File: src/rtl/btt_pkg.sv
package btt_pkg;
  localparam logic [3:0] CMD_MEM_RD = 4'b0110;
  localparam logic [3:0] CMD_MEM_WR = 4'b0111;

  typedef enum logic [1:0] {
    ST_IDLE   = 2'd0,
    ST_DECODE = 2'd1,
    ST_DATA   = 2'd2,
    ST_DRAIN  = 2'd3
  } tgt_state_t;

  typedef struct packed {
    logic latchAddr;
    logic stepAddr;
    logic dataPhase;
  } ctl_strobe_t;
endpackage

File: src/rtl/btt_control.sv
module btt_control
  import btt_pkg::*;
#(
  parameter bit SINGLE_ONLY = 1'b0
) (
  input  logic        clk,
  input  logic        rstN,
  input  logic        busCycle,
  input  logic        initReady,
  input  logic        beReady,
  input  logic        hit,
  output ctl_strobe_t strobe,
  output logic        tgtSelect,
  output logic        tgtReady,
  output logic        tgtStop,
  output logic        beBeat
);
  tgt_state_t state, nextState;
  logic inData, beatDone, lastBeat;

  assign inData   = (state == ST_DATA);
  assign tgtSelect = inData;
  assign tgtReady = inData & beReady;
  assign beatDone = tgtReady & initReady;
  assign beBeat   = beatDone;

  generate
    if (SINGLE_ONLY) begin : gSingle
      assign lastBeat = 1'b1;
      assign tgtStop  = inData;
    end else begin : gBurst
      assign lastBeat = ~busCycle;
      assign tgtStop  = 1'b0;
    end
  endgenerate

  always_comb begin
    nextState = state;
    strobe    = '0;
    case (state)
      ST_IDLE: begin
        if (busCycle) begin
          strobe.latchAddr = 1'b1;
          nextState = ST_DECODE;
        end
      end
      ST_DECODE: nextState = hit ? ST_DATA : ST_DRAIN;
      ST_DATA: begin
        strobe.dataPhase = 1'b1;
        if (beatDone) begin
          if (lastBeat) nextState = busCycle ? ST_DRAIN : ST_IDLE;
          else          strobe.stepAddr = 1'b1;
        end
      end
      ST_DRAIN: begin
        if (!busCycle && !initReady) nextState = ST_IDLE;
      end
      default: nextState = ST_IDLE;
    endcase
  end

  always_ff @(posedge clk or negedge rstN) begin
    if (!rstN) state <= ST_IDLE;
    else       state <= nextState;
  end
endmodule

File: src/rtl/btt_datapath.sv
module btt_datapath
  import btt_pkg::*;
#(
  parameter int ADDR_W   = 32,
  parameter int DATA_W   = 32,
  parameter int WIN_BITS = 12
) (
  input  logic                clk,
  input  logic                rstN,
  input  ctl_strobe_t         strobe,
  input  logic                memEnable,
  input  logic                initReady,
  input  logic [ADDR_W-1:0]   baseAddr,
  input  logic [DATA_W-1:0]   busAd,
  input  logic [3:0]          busCmd,
  input  logic [DATA_W/8-1:0] busByteEn,
  input  logic [DATA_W-1:0]   beRdData,
  output logic                hit,
  output logic [DATA_W-1:0]   busRdData,
  output logic [ADDR_W-1:0]   beAddr,
  output logic [DATA_W-1:0]   beWrData,
  output logic [DATA_W/8-1:0] beByteEn,
  output logic                beWrite,
  output logic                beRead
);
  localparam int BE_W = DATA_W / 8;
  localparam logic [ADDR_W-1:0] STEP = ADDR_W'(BE_W);
  localparam logic [ADDR_W-1:0] ALIGN_MASK = ADDR_W'(BE_W - 1);

  logic [ADDR_W-1:0] addrCnt;
  logic [3:0]        cmdLat;
  logic              isMemCmd, isWrite, inWindow;
  logic [ADDR_W-1:0] addrDiff, busAddr;

  assign busAddr = ADDR_W'(busAd);

  always_ff @(posedge clk or negedge rstN) begin
    if (!rstN) begin
      addrCnt <= '0;
      cmdLat  <= '0;
    end else if (strobe.latchAddr) begin
      addrCnt <= busAddr & ~ALIGN_MASK;
      cmdLat  <= busCmd;
    end else if (strobe.stepAddr) begin
      addrCnt <= addrCnt + STEP;
    end
  end

  assign isMemCmd = (cmdLat == CMD_MEM_RD) || (cmdLat == CMD_MEM_WR);
  assign isWrite  = (cmdLat == CMD_MEM_WR);
  assign addrDiff = (addrCnt ^ baseAddr) >> WIN_BITS;
  assign inWindow = (addrDiff == '0);
  assign hit      = memEnable & isMemCmd & inWindow;

  assign beAddr   = addrCnt;
  assign beWrData = busAd;
  assign beWrite  = strobe.dataPhase & isWrite & initReady;
  assign beRead   = strobe.dataPhase & ~isWrite & initReady;

  for (genvar lane = 0; lane < BE_W; lane++) begin : gLane
    assign beByteEn[lane] = busByteEn[lane] & strobe.dataPhase;
    assign busRdData[lane*8 +: 8] =
      (strobe.dataPhase & ~isWrite) ? beRdData[lane*8 +: 8] : 8'h00;
  end
endmodule

File: src/rtl/burst_target_tracker.sv
module burst_target_tracker
  import btt_pkg::*;
#(
  parameter int ADDR_W      = 32,
  parameter int DATA_W      = 32,
  parameter int WIN_BITS    = 12,
  parameter bit SINGLE_ONLY = 1'b0
) (
  input  logic                clk,
  input  logic                rstN,
  input  logic                memEnable,
  input  logic [ADDR_W-1:0]   baseAddr,
  input  logic                busCycle,
  input  logic                initReady,
  input  logic [DATA_W-1:0]   busAd,
  input  logic [3:0]          busCmd,
  input  logic [DATA_W/8-1:0] busByteEn,
  output logic                tgtSelect,
  output logic                tgtReady,
  output logic                tgtStop,
  output logic [DATA_W-1:0]   busRdData,
  output logic [ADDR_W-1:0]   beAddr,
  output logic [DATA_W-1:0]   beWrData,
  output logic [DATA_W/8-1:0] beByteEn,
  output logic                beWrite,
  output logic                beRead,
  output logic                beBeat,
  input  logic [DATA_W-1:0]   beRdData,
  input  logic                beReady
);
  localparam int BEAT_BYTES = DATA_W / 8;

  ctl_strobe_t strobe;
  logic        hit;

  btt_control #(.SINGLE_ONLY(SINGLE_ONLY)) uCtl (
    .clk(clk), .rstN(rstN), .busCycle(busCycle), .initReady(initReady),
    .beReady(beReady), .hit(hit), .strobe(strobe), .tgtSelect(tgtSelect),
    .tgtReady(tgtReady), .tgtStop(tgtStop), .beBeat(beBeat)
  );

  btt_datapath #(.ADDR_W(ADDR_W), .DATA_W(DATA_W), .WIN_BITS(WIN_BITS)) uDp (
    .clk(clk), .rstN(rstN), .strobe(strobe), .memEnable(memEnable),
    .initReady(initReady), .baseAddr(baseAddr), .busAd(busAd),
    .busCmd(busCmd), .busByteEn(busByteEn), .beRdData(beRdData), .hit(hit),
    .busRdData(busRdData), .beAddr(beAddr), .beWrData(beWrData),
    .beByteEn(beByteEn), .beWrite(beWrite), .beRead(beRead)
  );
endmodule

File: config.mk
export PLATFORM = sky130hd
export DESIGN_NAME = burst_target_tracker
export DESIGN_NICKNAME = d
export VERILOG_FILES = /design/src/rtl/btt_pkg.sv /design/src/rtl/btt_control.sv /design/src/rtl/btt_datapath.sv /design/src/rtl/burst_target_tracker.sv
export SDC_FILE = /design/constraint.sdc
export NUM_CORES = 1
export LEC_CHECK = 0
export BUFFER_PORTS_ARGS = -buffer_cell sky130_fd_sc_hd__buf_2
export CAP_MARGIN = 20
export CORE_MARGIN = 2
export CORE_UTILIZATION = 37
export DETAILED_ROUTE_END_ITERATION = 10
export PLACE_DENSITY = 0.79
export SLEW_MARGIN = 40
export SYNTH_ARGS = -nofsm -noshare
export SYNTH_HDL_FRONTEND = slang
export SYNTH_HIERARCHICAL = 1
export SYNTH_SLANG_ARGS = --single-unit
File: constraint.sdc
create_clock -name clk -period 2.3 [get_ports clk]
set_input_delay 0.23 -clock clk [delete_from_list [all_inputs] [get_ports clk]]
set_output_delay 0.23 -clock clk [all_outputs]
set_load 0.005 [all_outputs]
==> results of run 1 <==
[worst min-delay path, stage by stage]
cell	delay, ps
buf_2	80
nand2_1	40
o21ai_0	60
[per-stage QoR]
step / worst slack (ps) / cells / power [uW] / TNS (ps)
floorplan: 43.3 / 329 / 2470 / 0
global placement: 124 / 586 / 3320 / 0
finish: -5.49 / 601 / 3880 / -9.00
global route: -73.8 / 601 / 4210 / -197
detailed placement: 43.0 / 586 / 3400 / 0
CTS: 38.3 / 594 / 3880 / 0
[worst max path at each step]
stage	endpoint	slack, ps	depth (start not counted)	from
finish	uDp/beAddr[16]	-5	7	uCtl/state[0]
floorplan	uDp/beAddr[30]	40	6	uCtl/state[0]
CTS	uDp/beAddr[27]	40	6	uCtl/state[0]
global route	uDp/beAddr[28]	-70	6	uCtl/state[0]
global placement	uDp/beAddr[30]	120	6	uCtl/state[0]
detailed placement	uDp/beAddr[27]	40	6	uCtl/state[0]
[timing repair]
| action | in CTS | in global routing |
|---|---|---|
| setup buffers | 0 | 6 |
| hold buffers | 0 | 1 |
| endpoints found under the setup margin | 0 | 7 |
| hold endpoints to repair | 0 | 36 |
| resized for setup | 0 | 1 |
[cell usage in the layout (no fill, tap or decap), types with 6 or more instances in the layout]
cell / synthesis / layout
dfrtp_1: 36 / 36
xor2_1: 24 / 24
and2_1: 6 / 6
nor4_1: 6 / 6
o31ai_1: 8 / 8
o21ai_1: 7 / 7
and3_1: 36 / 35
o21ai_0: 12 / 12
a31oi_1: 12 / 12
buf_2: 1 / 196
xnor2_1: 9 / 9
nand3_1: 11 / 10
nand4_1: 6 / 6
nor2_1: 16 / 16
buf_4: 36 / 21
or4_1: 10 / 10
nand2_1: 28 / 28
clkbuf_8: 0 / 6
[cell families after synthesis]
logic type | count (synthesis) | share of synthesized area (%)
compound gates | 48 | 11.2
xor+xnor | 33 | 10.4
fa+ha+maj | 1 | 0.449
buf+inv | 59 | 13.1
flops | 36 | 32.3
mux | 5 | 1.98
other cells | 2 | 0.270
simple gates | 144 | 30.3
[cell type report]
| class | instances | area [um^2] |
|---|---|---|
| multi-input cells | 234 | 1550 |
| fillers | 711 | 3460 |
| clock buffers | 8 | 90.1 |
| well taps | 99 | 124 |
| flip-flops and latches | 36 | 901 |
| inverters | 6 | 22.5 |
| repair buffers | 218 | 1150 |
[power by group]
| part | internal, uW | switching (uW) |
|---|---|---|
| clock network | 245 | 224 |
| registers | 938 | 433 |
| logic | 1040 | 1000 |
| total | 2220 | 1660 |
[flip-flops by register name, summed over array words and instances, names as in the netlist]
register and cells:
uDp/cmdLat 4, uCtl/state 2, uDp/beAddr 30
[routing by layer]
layer	vias up	wire, um	global-route usage (%)
li1	1487	-	-
met4	0	127	5.43
met1	1381	3820	26.4
met5	-	0	0
met3	14	641	4.67
met2	128	4200	32.7
==> summary.txt, run 1 <==
outcome = complete, but fails checks
failing checks = negative setup slack
Post-synth top cells = and3_1, buf_4, dfrtp_1
CTS clk-pin slew, worst paths = 70 ps
Core Util, Final = 52.6%
Min-Delay Endpoint = uDp/beAddr[9]
worst path required time = 2470 ps
# diodes = 0
largest net degree at the start of global routing = 40
ranking of synthesized cells by area = dfrtp_1, buf_4, and3_1, xor2_1, nand2_1
fin crit share = 100%
I/O Buffers = 196
critical path's slowest cell = or4_4
synthesized instance count = 328
Die W = 90.8 um
GRT Total Usage = 19.9%
H-Tree Depth = 2
critical path peak fanout = 6
worst vdd ir = 0.432 mV
synthesized cell area = 0.00279 mm^2
Sink Count = 36
Synth area leader = dfrtp_1
Pre-Repair DR Iteration Count = 4
Worst Setup End Kind = flop
initial antenna violation count = 0
leak pwr = 0.00198 uW
RR Startpoint = uCtl/state[0]
Hold Vio Cnt, Final = 0
Final WS setup = -5.49 ps
GR Overflow Total = 0
top cell type's share of synthesized area = 32.3%
io pins = 216
Setup Skew = 5.21 ps
CTS Root Cell = clkbuf_8
post-DP HPWL = 6.88 mm
RSZ-0062 raised after global routing = true
Ys Warns = 6
Hold Path Class = in2reg
CP Cell Sequence = and3b_1 > and3_4 > nand3_4 > or4_4 > buf_2 > o211a_1 > a211o_1
Async SR Flop Fraction = 100%
Post-layout nets = 612
maxcap violations = 0
Crit Path Class = reg2reg
clk buf depth = 2
r2r worst-path depth = 7
1st-iter DRT viols = 115
flop2flop setup slack = -5 ps
Synth Area per Inst = 8.50 um^2
Vias/cell = 5.01
placed cell areas = 0.00368 mm^2
final count of negative-setup-slack endpoints = 2
Final Cell Area = 0.00383 mm^2
EDFF count, synth = 0
global-route wire length before repair = 13.6 mm
Initial Util = 38.2%
CP delay by family, top = simple AND/OR/NAND/NOR gates
Arr. time, crit path = 2480 ps
Min Hold Slack = 166 ps
flops & latches, synth = 36
Routed WL = 8.78 mm
FP Rows = 31
vias in the first global route = 2,736
Syn-to-layout area delta = 37.5%
Critical path buffers and inverters = 1
CORE AREA = 0.00729 mm^2
Die ar. = 0.00824 mm^2
worst min-delay path startpoint = busAd[9]
CTS buffer count = 5
Pwr per Cell Area = 1010 mW/mm^2
Routed wire per std cell = 14.6 um
CTS tree = yes
Die H = 90.8 um
Final Slew Violations = 0
Max stage delay on crit path = 590 ps
Hold Path Cell Cnt = 3
Most used DFF post-synth = dfrtp_1
Seq/Total Area, Yosys = 32.3%
startpoint types = flop
worst skew pair latency = 280 ps
post-route ant nets = 0
routability cong. = 0.832
fmax = 0.434 GHz
R2R Path End = uDp/beAddr[16]
minimum clock period after layout = 2310 ps
Vias = 3,010
share of layout cells above drive strength 1 = 47.4%
drc violations = 0
Synth cell types = 43
Note: power is estimated with default switching activity, not from simulation.
==> run 2: changes to the inputs <==
--- a/config.mk
+++ b/config.mk
@@ -8,9 +8,9 @@
 export BUFFER_PORTS_ARGS = -buffer_cell sky130_fd_sc_hd__buf_2
 export CAP_MARGIN = 20
 export CORE_MARGIN = 2
-export CORE_UTILIZATION = 37
+export CORE_UTILIZATION = 40
 export DETAILED_ROUTE_END_ITERATION = 10
-export PLACE_DENSITY = 0.79
+export PLACE_DENSITY = 0.81
 export SLEW_MARGIN = 40
 export SYNTH_ARGS = -nofsm -noshare
 export SYNTH_HDL_FRONTEND = slang
==> constraint.sdc (replaced) <==
create_clock -name clk -period 2.8 [get_ports clk]
set_input_delay 0.28 -clock clk [delete_from_list [all_inputs] [get_ports clk]]
set_output_delay 0.28 -clock clk [all_outputs]
set_load 0.005 [all_outputs]
==> run 2 against run 1 <==
Against the previous run:
- the run now ends clean
- combinational power fell by 25%
- final cell count fell by 5.8%
- total power fell by 19%
- utilization rose by 2.1 points
- largest power group unchanged
==> summary.txt, run 2 (synthesis results as in run 1) <==
outcome = completed
Setup Skew = 1.59 ps
final setup TNS = 0 ps
Sink Count = 36
Hold Vio Cnt, Final = 0
max reg flops = 30
Initial Util = 41.2%
Slew HR = 56.5%
Final WS setup = 175 ps
post-DP HPWL = 6.84 mm
Crit Path Class = reg2reg
CTS buffer count = 5
most frequent cells in the layout = buf_2, and3_1, dfrtp_1, nand2_1, xor2_1
final count of negative-setup-slack endpoints = 0
RSZ-0062 raised after global routing = false
FILL cells = 648
Vias/cell = 5.34
post-CTS sizing = 0
post-place setup slack = 190 ps
clk buf depth = 2
Critical Path Source = uCtl/state[0]
Die W = 87.5 um
Post CTS Setup Buffer Count = 0
Routed WL = 8.76 mm
CTS Root Cell = clkbuf_8
fmax = 0.381 GHz
critical path peak fanout = 12
Die H = 87.5 um
drc violations = 0
GRT Total Usage = 21.2%
Slew @ Worst Pin = 646 ps
Post-CTS Hold Fix Bufs = 0
Post-layout nets = 597
H-Tree Depth = 2
Pwr per Cell Area = 847 mW/mm^2
# diodes = 0
worst min-delay path startpoint = busAd[6]
Die ar. = 0.00765 mm^2
Routed wire per std cell = 15.5 um
flop2flop setup slack = 180 ps
share of layout cells above drive strength 1 = 45.7%
initial antenna violation count = 0
Worst Setup End Kind = flop
1st-iter DRT viols = 192
FP Rows = 30
largest net degree at the start of global routing = 40
Syn-to-layout area delta = 32.5%
leak pwr = 0.00192 uW
io pins = 216
worst path required time = 3000 ps
Vias = 3,025
Pre-Repair DR Iteration Count = 4
CTS clk-pin slew, worst paths = 70 ps
worst vdd ir = 0.435 mV
GR Overflow Total = 0
RR Startpoint = uCtl/state[0]
CORE AREA = 0.00676 mm^2
startpoint types = flop
r2r worst-path depth = 6
routability cong. = 0.818
vias in the first global route = 2,540
fin crit share = 93.7%
I/O Buffers = 196
commonest non-fill, non-tap cell in the layout = buf_2
minimum clock period after layout = 2620 ps
Hold Path Class = in2reg
post-route ant nets = 0
worst skew pair latency = 290 ps
R2R Path End = uDp/beAddr[26]
Final Slew Violations = 0
Arr. time, crit path = 2830 ps
CP endpoint = uDp/beAddr[26]
maxcap violations = 0
global-route wire length before repair = 12.6 mm
CTS tree = yes
[run 2: changes by cell type in the layout (fill, tap and decap cells not counted), sizes merged]
cell,before,now
clkbuf,8,7
buf,217,202
[run 2: stage by stage]
step	cell area, um^2	hold slack (ps)	total power (uW)	cells	utilization, %
6_report	3690	208	3130	566	54.6
5_1_grt	3690	212	3370	566	54.6
4_1_cts	3670	118	3130	564	54.3
3_5_place_dp	3570	428	2720	557	52.9
3_3_place_gp	3570	424	2640	557	52.9
2_1_floorplan	2790	-15.6	2020	329	-
[run 2: worst min path at each step]
stage               slack [ps]  depth (start not counted)       endpoint
global route               210                          2  uDp/cmdLat[1]
finish                     210                          3  uDp/beAddr[6]
floorplan                  -20                          0  uCtl/state[0]
detailed placement         430                          1  uDp/cmdLat[0]
CTS                        120                          1  uDp/cmdLat[0]
global placement           420                          1  uDp/cmdLat[2]
[run 2: metal layers]
metal / track usage [%] / routed length (um) / vias up
met2: 34.0 / 4300 / 114
met3: 4.27 / 576 / 5
li1: - / - / 1459
met1: 29.8 / 3840 / 1447
met5: 0 / 0 / -
met4: 3.78 / 40 / 0
[run 2: area by class of cell]
cell class / instances / area, um^2 / share of cell area [%]
multi-input cells: 234 / 1530 / 41.4
repair buffers: 203 / 1040 / 28.2
flip-flops and latches: 36 / 901 / 24.4
well taps: 80 / 100 / 2.71
clock buffers: 7 / 96.3 / 2.61
inverters: 6 / 22.5 / 0.610
[run 2: power breakdown]
| group | switching, uW | internal [uW] |
|---|---|---|
| Sequential | 414 | 770 |
| Combinational | 747 | 791 |
| Clock | 185 | 219 |
[run 2: worst max-delay path: stages, from the launching register on]
cell and delay (ps):
dfrtp_1 440, and3b_1 270, and3_1 250, nand3_1 210, or4_4 650, or4_1 510, a31oi_1 200
